--- config.mk ---
export PLATFORM = sky130hd
export DESIGN_NAME = rtcn_master
export DESIGN_NICKNAME = d
export VERILOG_FILES = /design/src/rtl/rtcn_pkg.sv /design/src/rtl/rtcn_clkgen.sv /design/src/rtl/rtcn_seq.sv /design/src/rtl/rtcn_shift.sv /design/src/rtl/rtcn_master.sv
export SDC_FILE = /design/constraint.sdc
export NUM_CORES = 1
export LEC_CHECK = 0
export BUFFER_PORTS_ARGS = -buffer_cell sky130_fd_sc_hd__buf_2
export CAP_MARGIN = 15
export CORE_MARGIN = 5
export CORE_UTILIZATION = 25
export DETAILED_ROUTE_END_ITERATION = 8
export GPL_TIMING_DRIVEN = 1
export PLACE_DENSITY_LB_ADDON = 0.2
export SLEW_MARGIN = 20
export SYNTH_ARGS = -nofsm -noshare
export SYNTH_HDL_FRONTEND = slang
export SYNTH_HIERARCHICAL = 1
export SYNTH_SLANG_ARGS = --single-unit
--- constraint.sdc ---
create_clock -name clk -period 3.2 [get_ports clk]
set_clock_uncertainty 0.05 [all_clocks]
set_input_delay 0.64 -clock clk [delete_from_list [all_inputs] [get_ports clk]]
set_output_delay 0.64 -clock clk [all_outputs]
set_load 0.01 [all_outputs]
--- src/rtl/rtcn_pkg.sv ---
package rtcn_pkg;

    localparam int FRAME_BITS = 16;
    localparam int IDX_W      = 5;
    localparam int NIB_W      = 4;
    localparam int OUT_BITS_RD = 8;

    typedef enum logic [0:0] {
        ST_IDLE = 1'b0,
        ST_RUN  = 1'b1
    } seq_state_t;

    typedef struct packed {
        logic             rd;
        logic [NIB_W-1:0] addr;
        logic [NIB_W-1:0] wdat;
    } req_t;

    // Serial frame, MSB leaves the wire first.
    function automatic logic [FRAME_BITS-1:0] build_frame(input req_t r);
        logic [NIB_W-1:0] cmd_a;
        logic [NIB_W-1:0] cmd_b;
        cmd_a = {1'b1, r.rd, 1'b1, 1'b0};
        cmd_b = r.rd ? 4'b0000 : 4'b1001;
        return {cmd_a, r.addr, cmd_b, r.rd ? 4'b0000 : r.wdat};
    endfunction

    function automatic logic drives_bit(input logic rd, input logic [IDX_W-1:0] idx);
        return !rd || (idx < IDX_W'(OUT_BITS_RD));
    endfunction

endpackage

--- src/rtl/rtcn_clkgen.sv ---
module rtcn_clkgen #(
    parameter int HALF_CYC = 2
) (
    input  logic clk,
    input  logic rst,
    input  logic run,
    output logic sclk,
    output logic rise,
    output logic fall
);
    localparam int TW = (HALF_CYC > 1) ? $clog2(HALF_CYC) : 1;
    localparam logic [TW-1:0] TLAST = TW'(HALF_CYC - 1);

    logic [TW-1:0] tmr;
    logic          half_end;

    assign half_end = run && (tmr == TLAST);
    assign rise     = half_end && !sclk;
    assign fall     = half_end &&  sclk;

    always_ff @(posedge clk) begin
        if (rst || !run) begin
            tmr  <= '0;
            sclk <= 1'b0;
        end else if (half_end) begin
            tmr  <= '0;
            sclk <= !sclk;
        end else begin
            tmr  <= tmr + 1'b1;
        end
    end

    // Serial clock rests low outside a frame.
    assert_sclk_rest_R7: assert property (@(posedge clk) disable iff (rst)
        !run |=> !sclk);

endmodule

--- src/rtl/rtcn_seq.sv ---
module rtcn_seq
    import rtcn_pkg::*;
(
    input  logic             clk,
    input  logic             rst,
    input  logic             start,
    input  logic             fall,
    output logic             run,
    output logic             load,
    output logic             last_fall,
    output logic [IDX_W-1:0] bit_idx,
    output logic             done
);
    seq_state_t state;

    assign run       = (state == ST_RUN);
    assign load      = start && (state == ST_IDLE);
    assign last_fall = fall && (bit_idx == IDX_W'(FRAME_BITS - 1));

    always_ff @(posedge clk) begin
        if (rst) begin
            state   <= ST_IDLE;
            bit_idx <= '0;
            done    <= 1'b0;
        end else begin
            done <= 1'b0;
            unique case (state)
                ST_IDLE: begin
                    if (start) begin
                        state   <= ST_RUN;
                        bit_idx <= '0;
                    end
                end
                ST_RUN: begin
                    if (last_fall) begin
                        state <= ST_IDLE;
                        done  <= 1'b1;
                    end else if (fall) begin
                        bit_idx <= bit_idx + 1'b1;
                    end
                end
                default: state <= ST_IDLE;
            endcase
        end
    end

    assert_done_pulse_R8: assert property (@(posedge clk) disable iff (rst)
        done |=> !done);

    assert_done_idle_R8: assert property (@(posedge clk) disable iff (rst)
        done |-> !run);

    // Mid-frame starts never end the frame early.
    assert_start_ignored_R9: assert property (@(posedge clk) disable iff (rst)
        (run && start && !last_fall) |=> run);

endmodule

--- src/rtl/rtcn_shift.sv ---
module rtcn_shift
    import rtcn_pkg::*;
(
    input  logic             clk,
    input  logic             rst,
    input  logic             load,
    input  req_t             req,
    input  logic             rise,
    input  logic             fall,
    input  logic             last_fall,
    input  logic             run,
    input  logic [IDX_W-1:0] bit_idx,
    input  logic             sd_in,
    output logic             sd_out,
    output logic             sd_oe,
    output logic [NIB_W-1:0] rdata
);
    logic [FRAME_BITS-1:0] tx_q;
    logic [NIB_W-1:0]      rx_q;
    logic                  rd_q;

    assign sd_out = tx_q[FRAME_BITS-1];
    assign sd_oe  = run && drives_bit(rd_q, bit_idx);

    always_ff @(posedge clk) begin
        if (rst) begin
            tx_q  <= '0;
            rx_q  <= '0;
            rd_q  <= 1'b0;
            rdata <= '0;
        end else begin
            if (load) begin
                tx_q <= build_frame(req);
                rd_q <= req.rd;
            end else if (fall) begin
                tx_q <= {tx_q[FRAME_BITS-2:0], 1'b0};
            end
            if (rise && !sd_oe) begin
                rx_q <= {rx_q[NIB_W-2:0], sd_in};
            end
            if (last_fall && rd_q) begin
                rdata <= rx_q;
            end
        end
    end

    // Line is released only inside a read frame.
    assert_release_read_R5: assert property (@(posedge clk) disable iff (rst)
        (run && !sd_oe) |-> rd_q);

endmodule

--- src/rtl/rtcn_master.sv ---
module rtcn_master
    import rtcn_pkg::*;
#(
    parameter int HALF_CYC = 2
) (
    input  logic       clk,
    input  logic       rst,
    input  logic       start,
    input  logic       rd_nwr,
    input  logic [3:0] addr,
    input  logic [3:0] wdata,
    output logic [3:0] rdata,
    output logic       done,
    output logic       busy,
    output logic       ce,
    output logic       sclk,
    output logic       sd_out,
    output logic       sd_oe,
    input  logic       sd_in
);
    logic             run;
    logic             load;
    logic             rise;
    logic             fall;
    logic             last_fall;
    logic [IDX_W-1:0] bit_idx;
    req_t             req;

    assign req  = '{rd: rd_nwr, addr: addr, wdat: wdata};
    assign busy = run;
    assign ce   = run;

    rtcn_clkgen #(.HALF_CYC(HALF_CYC)) u_clk (
        .clk  (clk),
        .rst  (rst),
        .run  (run),
        .sclk (sclk),
        .rise (rise),
        .fall (fall)
    );

    rtcn_seq u_seq (
        .clk       (clk),
        .rst       (rst),
        .start     (start),
        .fall      (fall),
        .run       (run),
        .load      (load),
        .last_fall (last_fall),
        .bit_idx   (bit_idx),
        .done      (done)
    );

    rtcn_shift u_shf (
        .clk       (clk),
        .rst       (rst),
        .load      (load),
        .req       (req),
        .rise      (rise),
        .fall      (fall),
        .last_fall (last_fall),
        .run       (run),
        .bit_idx   (bit_idx),
        .sd_in     (sd_in),
        .sd_out    (sd_out),
        .sd_oe     (sd_oe),
        .rdata     (rdata)
    );

    assert_data_steady_R7: assert property (@(posedge clk) disable iff (rst)
        (sclk && $past(sclk)) |-> $stable(sd_out));

    assert_oe_in_frame_R10: assert property (@(posedge clk) disable iff (rst)
        sd_oe |-> ce);

endmodule

=== Yosys cells after proc, flatten, opt, wreduce, memory -nomap -nowiden ===
Cells that the tools add are included.

* Output and inout bits: 10
* Flip-flop bits (word level): 34

* Equal/unequal tests: 4
* Reductions and logical operators: 19
* Magnitude comparators: 1
* Add/sub/neg operators: 2
* Bitwise operators: 1
* Mux-type cells: 12

{| class="wikitable"
|+ Operators with widths
! kind !! count
|-
| 16-bit two-way mux || 2
|-
| 5-bit two-way mux || 3
|-
| 5-bit case mux with 2 select lines || 1
|-
| 1-bit logical AND || 8
|-
| 4-bit two-way mux || 2
|-
| 2-bit OR reduction || 3
|-
| 5-bit by 1-bit adder with 5-bit output (second input constant) || 1
|-
| 5-bit by 4-bit equality test with 1-bit output (second input constant) || 1
|-
| 5-bit by 4-bit < comparator with 1-bit output (second input constant) || 1
|-
| 1-bit zero test || 4
|-
| 2-bit inequality test (second input constant) || 2
|-
| 1-bit two-way mux || 3
|-
| 3-bit AND reduction || 1
|-
| 1-bit logical OR || 2
|-
| 2-bit by 1-bit inequality test with 1-bit output (second input constant) || 1
|-
| 1-bit case mux with 2 select lines || 1
|-
| 2-bit nonzero test || 1
|-
| 1-bit adder (second input constant) || 1
|-
| 1-bit inverter || 1
|}

=== Logic depth before layout (Yosys ltp) ===
Gate-level depths: netlist (run 1).

* Depth in word-level cells: 5
* Gate-level depth with buffers: 8

=== Modules after synthesis ===
The synthesis (run 1) kept the hierarchy.

{| class="wikitable"
|+ By module, submodules not included
! module !! seq. area each (um^2) !! cells each !! area an instance (um^2) !! times used
|-
| rtcn_shift || 500.5 || 106 || 1051.0 || 1
|-
| rtcn_seq || 140.1 || 36 || 329.1 || 1
|-
| rtcn_clkgen || 40.0 || 9 || 77.6 || 1
|-
| rtcn_master || 0.0 || 1 || 7.5 || 1
|}

=== Worst setup path after synthesis (run 1) ===
OpenSTA, ideal clock, no wires.

* Kind: register to register
* From: register u_seq.state (netlist: u_seq/run)
* To: register u_shf.tx_q[10]
* Setup slack: 1472 ps
* Required time: 3022 ps
* Buffers on the path: 1
* Arrival: 1550 ps
* Setup time: 128 ps
* Cell stages (with the launch flop): 6
* Cell sequence: dfxtp_1 > and3_2 > buf_6 > mux2_2 > mux2i_1 > nor2_1

* Longest elaborated chain between the ends: 3

{| class="wikitable"
|+ Ends and longest elaborated chain
! what !! line !! source
|-
| start: declaration || rtcn_seq.sv:14 || <nowiki>seq_state_t state;</nowiki>
|-
| start signal: assignment || rtcn_seq.sv:22 || <nowiki>state <= ST_IDLE;</nowiki>
|-
| start signal: assignment || rtcn_seq.sv:30 || <nowiki>state <= ST_RUN;</nowiki>
|-
| start signal: assignment || rtcn_seq.sv:36 || <nowiki>state <= ST_IDLE;</nowiki>
|-
| 1-bit logical AND || rtcn_clkgen.sv:17 || <nowiki>assign half_end = run && (tmr == TLAST);</nowiki>
|-
| 1-bit logical AND || rtcn_clkgen.sv:19 || <nowiki>assign fall = half_end && sclk;</nowiki>
|-
| named net fall || rtcn_master.sv:24 || <nowiki>logic fall;</nowiki>
|-
| 2-bit nonzero test (no source line) || -- ||
|-
| end signal: assignment || rtcn_shift.sv:33 || <nowiki>tx_q <= build_frame(req);</nowiki>
|-
| end signal: assignment || rtcn_shift.sv:36 || <nowiki>tx_q <= {tx_q[FRAME_BITS-2:0], 1'b0};</nowiki>
|-
| end: declaration || rtcn_shift.sv:18 || <nowiki>logic [FRAME_BITS-1:0] tx_q;</nowiki>
|}

The timed path passes the listed nets, and every way through them passes these cells.
A chain may end at the register's enable or synchronous reset.

=== Worst setup path in the final report (run 1) ===
* From: register u_shf.rd_q
* To: output port sd_oe

* Longest elaborated chain between the ends: 3

{| class="wikitable"
|+ Ends and longest elaborated chain
! what !! line !! source
|-
| start: declaration || rtcn_shift.sv:20 || <nowiki>logic rd_q;</nowiki>
|-
| start signal: assignment || rtcn_shift.sv:34 || <nowiki>rd_q <= req.rd;</nowiki>
|-
| 1-bit zero test || rtcn_pkg.sv:29 || <nowiki>return !rd || (idx < IDX_W'(OUT_BITS_RD));</nowiki>
|-
| 1-bit logical OR || rtcn_pkg.sv:29 ||
|-
| 1-bit logical AND || rtcn_shift.sv:23 || <nowiki>assign sd_oe = run && drives_bit(rd_q, bit_idx);</nowiki>
|-
| end: declaration || rtcn_master.sv:18 || <nowiki>output logic sd_oe,</nowiki>
|}

No other way between the ends.

==> run metrics, run 1 <==
Worst setup SP type flip-flop; Synth Warn # 6; CP arrival 1180 ps; CP Data Required Time 2510 ps; Worst-Skew Late Latency approximately 290 ps; beginning of the worst hold path u_shf/rdata[2]$_SDFFE_PP0P_; DR vias ~1.1k; Congestion Overflow GR 0; Gate Count Post-Synth between 150 and 200; Synth top area share 46.5%; initial antenna violation count 0; PwrDens 490 mW/mm^2; CTS tree done; Slew HR a little over three fifths; Final Hold Fails 0; CP Cell Sequence o21ai_2, and2_1, buf_2; Num CTS Buffers 5; final core occ a little under a third; CTS H-tree depth 2; setup TNS 0 ps; slowest stage delay, CP approximately 460 ps; largest net degree at the start of global routing 33; Total GRT Usage roughly 8.6%; CTS Sinks 34; critical-path maximum fanout 7; number of port buffers 22; fraction of layout cells with a size suffix above 1 24.9%; postcts setup bufs 0; RSZ-0062 raised after global routing no; site row count 27; cell taking the most area after synthesis dfxtp_1; # IOs 23; drt total wl about 3000 um; Initial Utilization between 20% and 30%; CP startpoint u_shf/rd_q$_SDFFE_PP0P_; wire per inst approximately 12 um; Syn-to-layout area delta 18.4%; first-pass GRT wire length roughly 5100 um; R2R Setup Slk 1340 ps; number of global-route vias before repair 1,173; CTS resizes 0; fmax 534 MHz; CTS Buffer Depth 2; core area 0.00561 mm^2; Vias/cell 4.46; Final Max Slew Viols 0; GPL Wtd Cong ~0.68; DRC violations left 0; CTS Hold Bufs 0; Worst VDD drop about 0.25 mV; top cells by area, synth dfxtp_1 (46%), mux2i_1 (8.9%), mux2_2 (4.6%); design area between 0.0015 and 0.002 mm^2; Reg2Reg Launch Point u_seq/run$_SDFF_PP0_; antenna cells 0; Reg clk slew, reported paths approximately 70 ps; hold crit path type flip-flop to flip-flop; Tmin final 1870 ps; Worst-Margin Slew 562 ps; Placed Area 0.00164 mm^2; period utilization 58.5%; synthesized flop and latch total 34; status complete, no violations; sequential fraction of the synthesis area between 40% and 50%; # nets final between 150 and 200; CP Class flip-flop to output pin; die width between 80 and 90 um; Root Driver clkbuf_8; hpwl dp 1990 um; final-report setup violation count 0; MaxCap Viol Count 0; Detailed Route Iter0 Violations 42; leak pwr 0.697 nW; Fillers about 630; synth unique cells 33; Avg Cell Area, Syn about 9.6 um^2; Worst Hold Margin between 400 and 500 ps; Setup crit end kind output pin; synthesized area 0.00147 mm^2; first-pass detailed-route iteration total 4; Final ANT Viol Nets 0; Crit-path slowest cell dfxtp_1; Synth Net Count 167; die area between 0.007 and 0.008 mm^2; DIE HEIGHT ~87 um
## report_power, final
group	total [mW]	switching [mW]	internal (mW)
logic	0.0718	0.0376	0.0342
clock network	0.333	0.160	0.173
registers	0.446	0.00810	0.438
## final timing paths
kind / endpoint / depth (start not counted)
hold / removal: u_shf/rdata[2]$_SDFFE_PP0P_ / 2
setup / recovery: sd_oe / 3
setup reg to reg: u_shf/tx_q[3]$_SDFFE_PP0P_ / 7
hold reg to reg: u_shf/rdata[2]$_SDFFE_PP0P_ / 2
## kinds of logic (layout without fill, tap and decap cells)
kind of cell,Yosys count,in the layout,share of synthesized area [%]
AND/OR/NAND/NOR,63,63,23.5
XOR/XNOR,2,2,1.20
AO/OA/AOI/OAI,22,22,10.1
flip-flops,34,34,46.5
adder cells (fa/ha/maj),2,2,1.71
multiplexers,19,19,13.5
buffers and inverters,10,35,3.59
## critical path, delay by kind of cell (launching register included)
family          cells  cell delay, ps
buf+inv             1             130
compound gates      1             120
simple gates        1             170
flops               1             460
## per-layer routing
layer  up-vias  track usage, %  share of wire, %
met5         -               0                 0
met1       512            10.3                50
met3         5            2.95               5.7
li1        575               -                 -
met4         0            4.25               1.8
met2        19            13.6                42
## synth_stat cells
master / number
dfxtp_1: 34
mux2i_1: 13
a21oi_1: 12
nor2_1: 12
nand2_1: 9
nand2b_1: 8
nand3_1: 8
nor3_1: 8
mux2_2: 6
nor2b_1: 6
a211oi_1: 3
buf_2: 3
inv_1: 3
a2bb2oi_1: 2
clkbuf_1: 2
ha_1: 2
nand4b_1: 2
nor3b_1: 2
o21a_1: 2
or2_2: 2
a21boi_4: 1
and2_1: 1
and3_1: 1
and3_2: 1
buf_4: 1
buf_6: 1
nand3b_4: 1
o21ai_0: 1
o21ai_2: 1
or2_1: 1
or3_1: 1
xnor2_1: 1
xor2_1: 1
## sequential cells by signal, indices dropped and copies added (netlist names)
name	cells
u_clk/sclk	1
u_clk/tmr	1
u_seq/bit_idx	5
u_seq/done	1
u_seq/run	1
u_shf/rd_q	1
u_shf/rdata	4
u_shf/rx_q	4
u_shf/tx_q	16
## metrics by stage
| stage | std cells | worst slack, ps | total power, mW |
|---|---|---|---|
| global placement | 241 | 1260 | 0.529 |
| finish | 249 | 1330 | 0.850 |
| detailed placement | 241 | 1180 | 0.529 |
| CTS | 249 | 1300 | 0.869 |
| global route | 249 | 1160 | 0.898 |
| floorplan | 152 | 1470 | 0.504 |
## layout by cell type (no fill, tap or decap), drive strengths merged, types with 2 or more instances in the layout
master and n:
o21a 2, o21ai 2, ha 2, nand4b 2, or2 3, nor3b 2
mux2i 13, a2bb2oi 2, nor3 8, inv 3, nand2b 8, a21oi 12
clkbuf 6, nor2b 6, nand3 8, mux2 6, nor2 12, a211oi 3
nand2 9, dfxtp 34, and3 2, buf 24
## area by class of cell
| class | count | area, um^2 | share of cell area [%] |
|---|---|---|---|
| clock buffers | 6 | 82.6 | 4.76 |
| clock inverters | 2 | 12.5 | 0.722 |
| multi-input cells | 108 | 732 | 42.2 |
| repair buffers | 24 | 125 | 7.22 |
| flip-flops and latches | 34 | 681 | 39.2 |
| inverters | 3 | 11.3 | 0.649 |
| well taps | 72 | 90.1 | 5.19 |
(Power assumes the default switching activity.)
==> run 2: changes to the inputs <==
Settings changed: ABC_AREA set to 1.
Clock period 3.2 ns to 1.9 ns, I/O delays scaled along.
==> run metrics, run 2 <==
CP bufs+invs 3; Num CTS Buffers 5; synth unique cells 26; number of global-route vias before repair between 1k and 1.5k; largest register by flop count u_shf/tx_q; Synth Warn # 6; max reg flops 16; Avg Cell Area, Syn between 7 and 8 um^2; Total GRT Usage under 10%; DRC violations left 0; DR vias ~1.3k; ys flop type dfxtp_1; site row count 28; Setup crit end kind output pin; Worst Hold Margin just under 300 ps; Vias/cell slightly above 4; worst hold path depth 3; commonest non-fill, non-tap cell in the layout nand2_1; CP Cell Sequence buf_4, nand2_1, inv_1, buf_2; Reg2Reg Launch Point u_seq/bit_idx[0]$_SDFFE_PP0P_; Fillers about 630; PwrDens 850 mW/mm^2; cell taking the most area after synthesis dfxtp_1; DIE HEIGHT a little under 90 um; leak pwr 0.831 nW; largest registers u_shf/tx_q x16, u_seq/bit_idx x5; CTS Buffer Depth 2; synthesized flop and latch total 34; top cells by area, synth dfxtp_1 (46%), nand2_1 (13%), inv_1 (7.1%); Synth Net Count 220; Slew HR between 50 and 60%; status complete, no violations; MaxCap Viol Count 0; CP Class flip-flop to output pin; # IOs 23; Worst-Skew Late Latency 280 ps; hold crit path type primary input to flip-flop; slowest stage delay, CP 380 ps; CP arrival around 1300 ps; # nets final between 200 and 250; Non-Filler Instances 307; Detailed Route Iter0 Violations 69; CTS H-tree depth 2; Final Max Slew Viols 0; Syn-to-layout area delta 19.6%; placed cells ~300; number of port buffers 22; most frequent cell after synthesis nand2_1; initial antenna violation count 0; Worst setup SP type flip-flop; critical-path maximum fanout 9; largest net degree at the start of global routing 22; CTS Sinks 34; Tmin final between 1500 and 2000 ps; first-pass detailed-route iteration total 4; setup TNS 0 ps; Crit-path slowest cell dfxtp_1; CTS resizes 0; period utilization 88.2%; Final ANT Viol Nets 0; postcts setup bufs 0; most frequent cells in the layout nand2_1 (51), dfxtp_1 (34), inv_1 (27), buf_2 (22), nor2_1 (21); GPL Wtd Cong 0.730; Congestion Overflow GR 0; die area around 0.0076 mm^2; CTS Hold Bufs 0; EDFF count, synth 0; final-report setup violation count 0; Final Hold Fails 0; beginning of the worst hold path wdata[0]; ys async rst share 0%; synthesized area 0.00148 mm^2; R2R Setup Slk about 350 ps; Largest delay share family, worst path buffers and inverters; RSZ-0062 raised after global routing no; PnR Total Power about 1.5 mW; list of most frequent post-synthesis cells nand2_1 (51), dfxtp_1 (34), inv_1 (28); Synth top area share a little under half; CTS tree done; Worst VDD drop between 0.2 and 0.3 mV; first-pass GRT wire length 5380 um; wire per inst around 10 um; fraction of layout cells with a size suffix above 1 ~19%; final core occ roughly 30%; sequential fraction of the synthesis area approximately 46%; Reg clk slew, reported paths ~70 ps; core area 0.00585 mm^2; CP Data Required Time about 1500 ps; antenna cells 0; Worst-Margin Slew 633 ps; Initial Utilization 25.3%; worst r2r dst u_shf/rdata[2]$_SDFFE_PP0P_; hpwl dp about 2200 um; Gate Count Post-Synth approximately 200; die width about 87 um; Hold EP u_shf/tx_q[0]$_SDFFE_PP0P_; fmax 597 MHz; Root Driver clkbuf_8; drt total wl 3070 um; worst reg2reg path depth 10
==> run 2: cell type report <==
cell class	count	area [um^2]	area share, %
sequential	34	681	38.4
multi-input combinational	134	634	35.8
timing repair buffer	25	133	7.49
inverter	31	119	6.71
clock buffer	8	110	6.22
tap	75	93.8	5.30
==> run 2: tightest hold or removal path: stages <==
cell and delay [ps]:
buf_2 100, nand2_1 50, a21oi_1 50
==> run 2: where the power goes <==
part           internal (mW)  total (mW)  switching (mW)
Combinational         0.0514       0.136          0.0844
Sequential             0.738       0.751          0.0132
Clock                  0.366       0.618           0.252
Total                   1.16        1.51           0.350
==> run 2: cell families after synthesis <==
| kind of cell | share of synthesized area [%] |
|---|---|
| DFF | 46.0 |
| and+or+nand+nor | 29.1 |
| adders and majority gates | 1.69 |
| AOI/OAI and AO/OA | 12.1 |
| buffers and inverters | 11.2 |
==> run 2: worst max path at each step <==
| stage | slack (ps) | startpoint | cells after the start | end |
|---|---|---|---|---|
| 6_report | 220 | u_seq/run$_SDFF_PP0_ | 4 | sd_oe |
| 2_1_floorplan | 440 | u_seq/run$_SDFF_PP0_ | 8 | u_shf/rdata[0]$_SDFFE_PP0P_ |
| 5_1_grt | 50 | u_seq/bit_idx[0]$_SDFFE_PP0P_ | 10 | u_shf/rdata[2]$_SDFFE_PP0P_ |
| 3_3_place_gp | 330 | u_seq/bit_idx[0]$_SDFFE_PP0P_ | 10 | u_shf/rdata[1]$_SDFFE_PP0P_ |
| 4_1_cts | 180 | u_seq/run$_SDFF_PP0_ | 4 | sd_oe |
| 3_5_place_dp | 290 | u_seq/bit_idx[0]$_SDFFE_PP0P_ | 10 | u_shf/rdata[0]$_SDFFE_PP0P_ |
==> run 2: routing by layer <==
layer	GRT usage, %	wire length (um)	vias up
met2	14.0	1360	22
li1	-	-	693
met5	0	0	-
met3	3.31	165	2
met4	3.82	38	0
met1	11.3	1500	544
==> run 2: per-stage QoR <==
stage,worst slack (ps),cell area [um^2]
floorplan,437,1480
global placement,335,1660
detailed placement,291,1660
CTS,177,1770
global route,47.1,1770
finish,224,1770
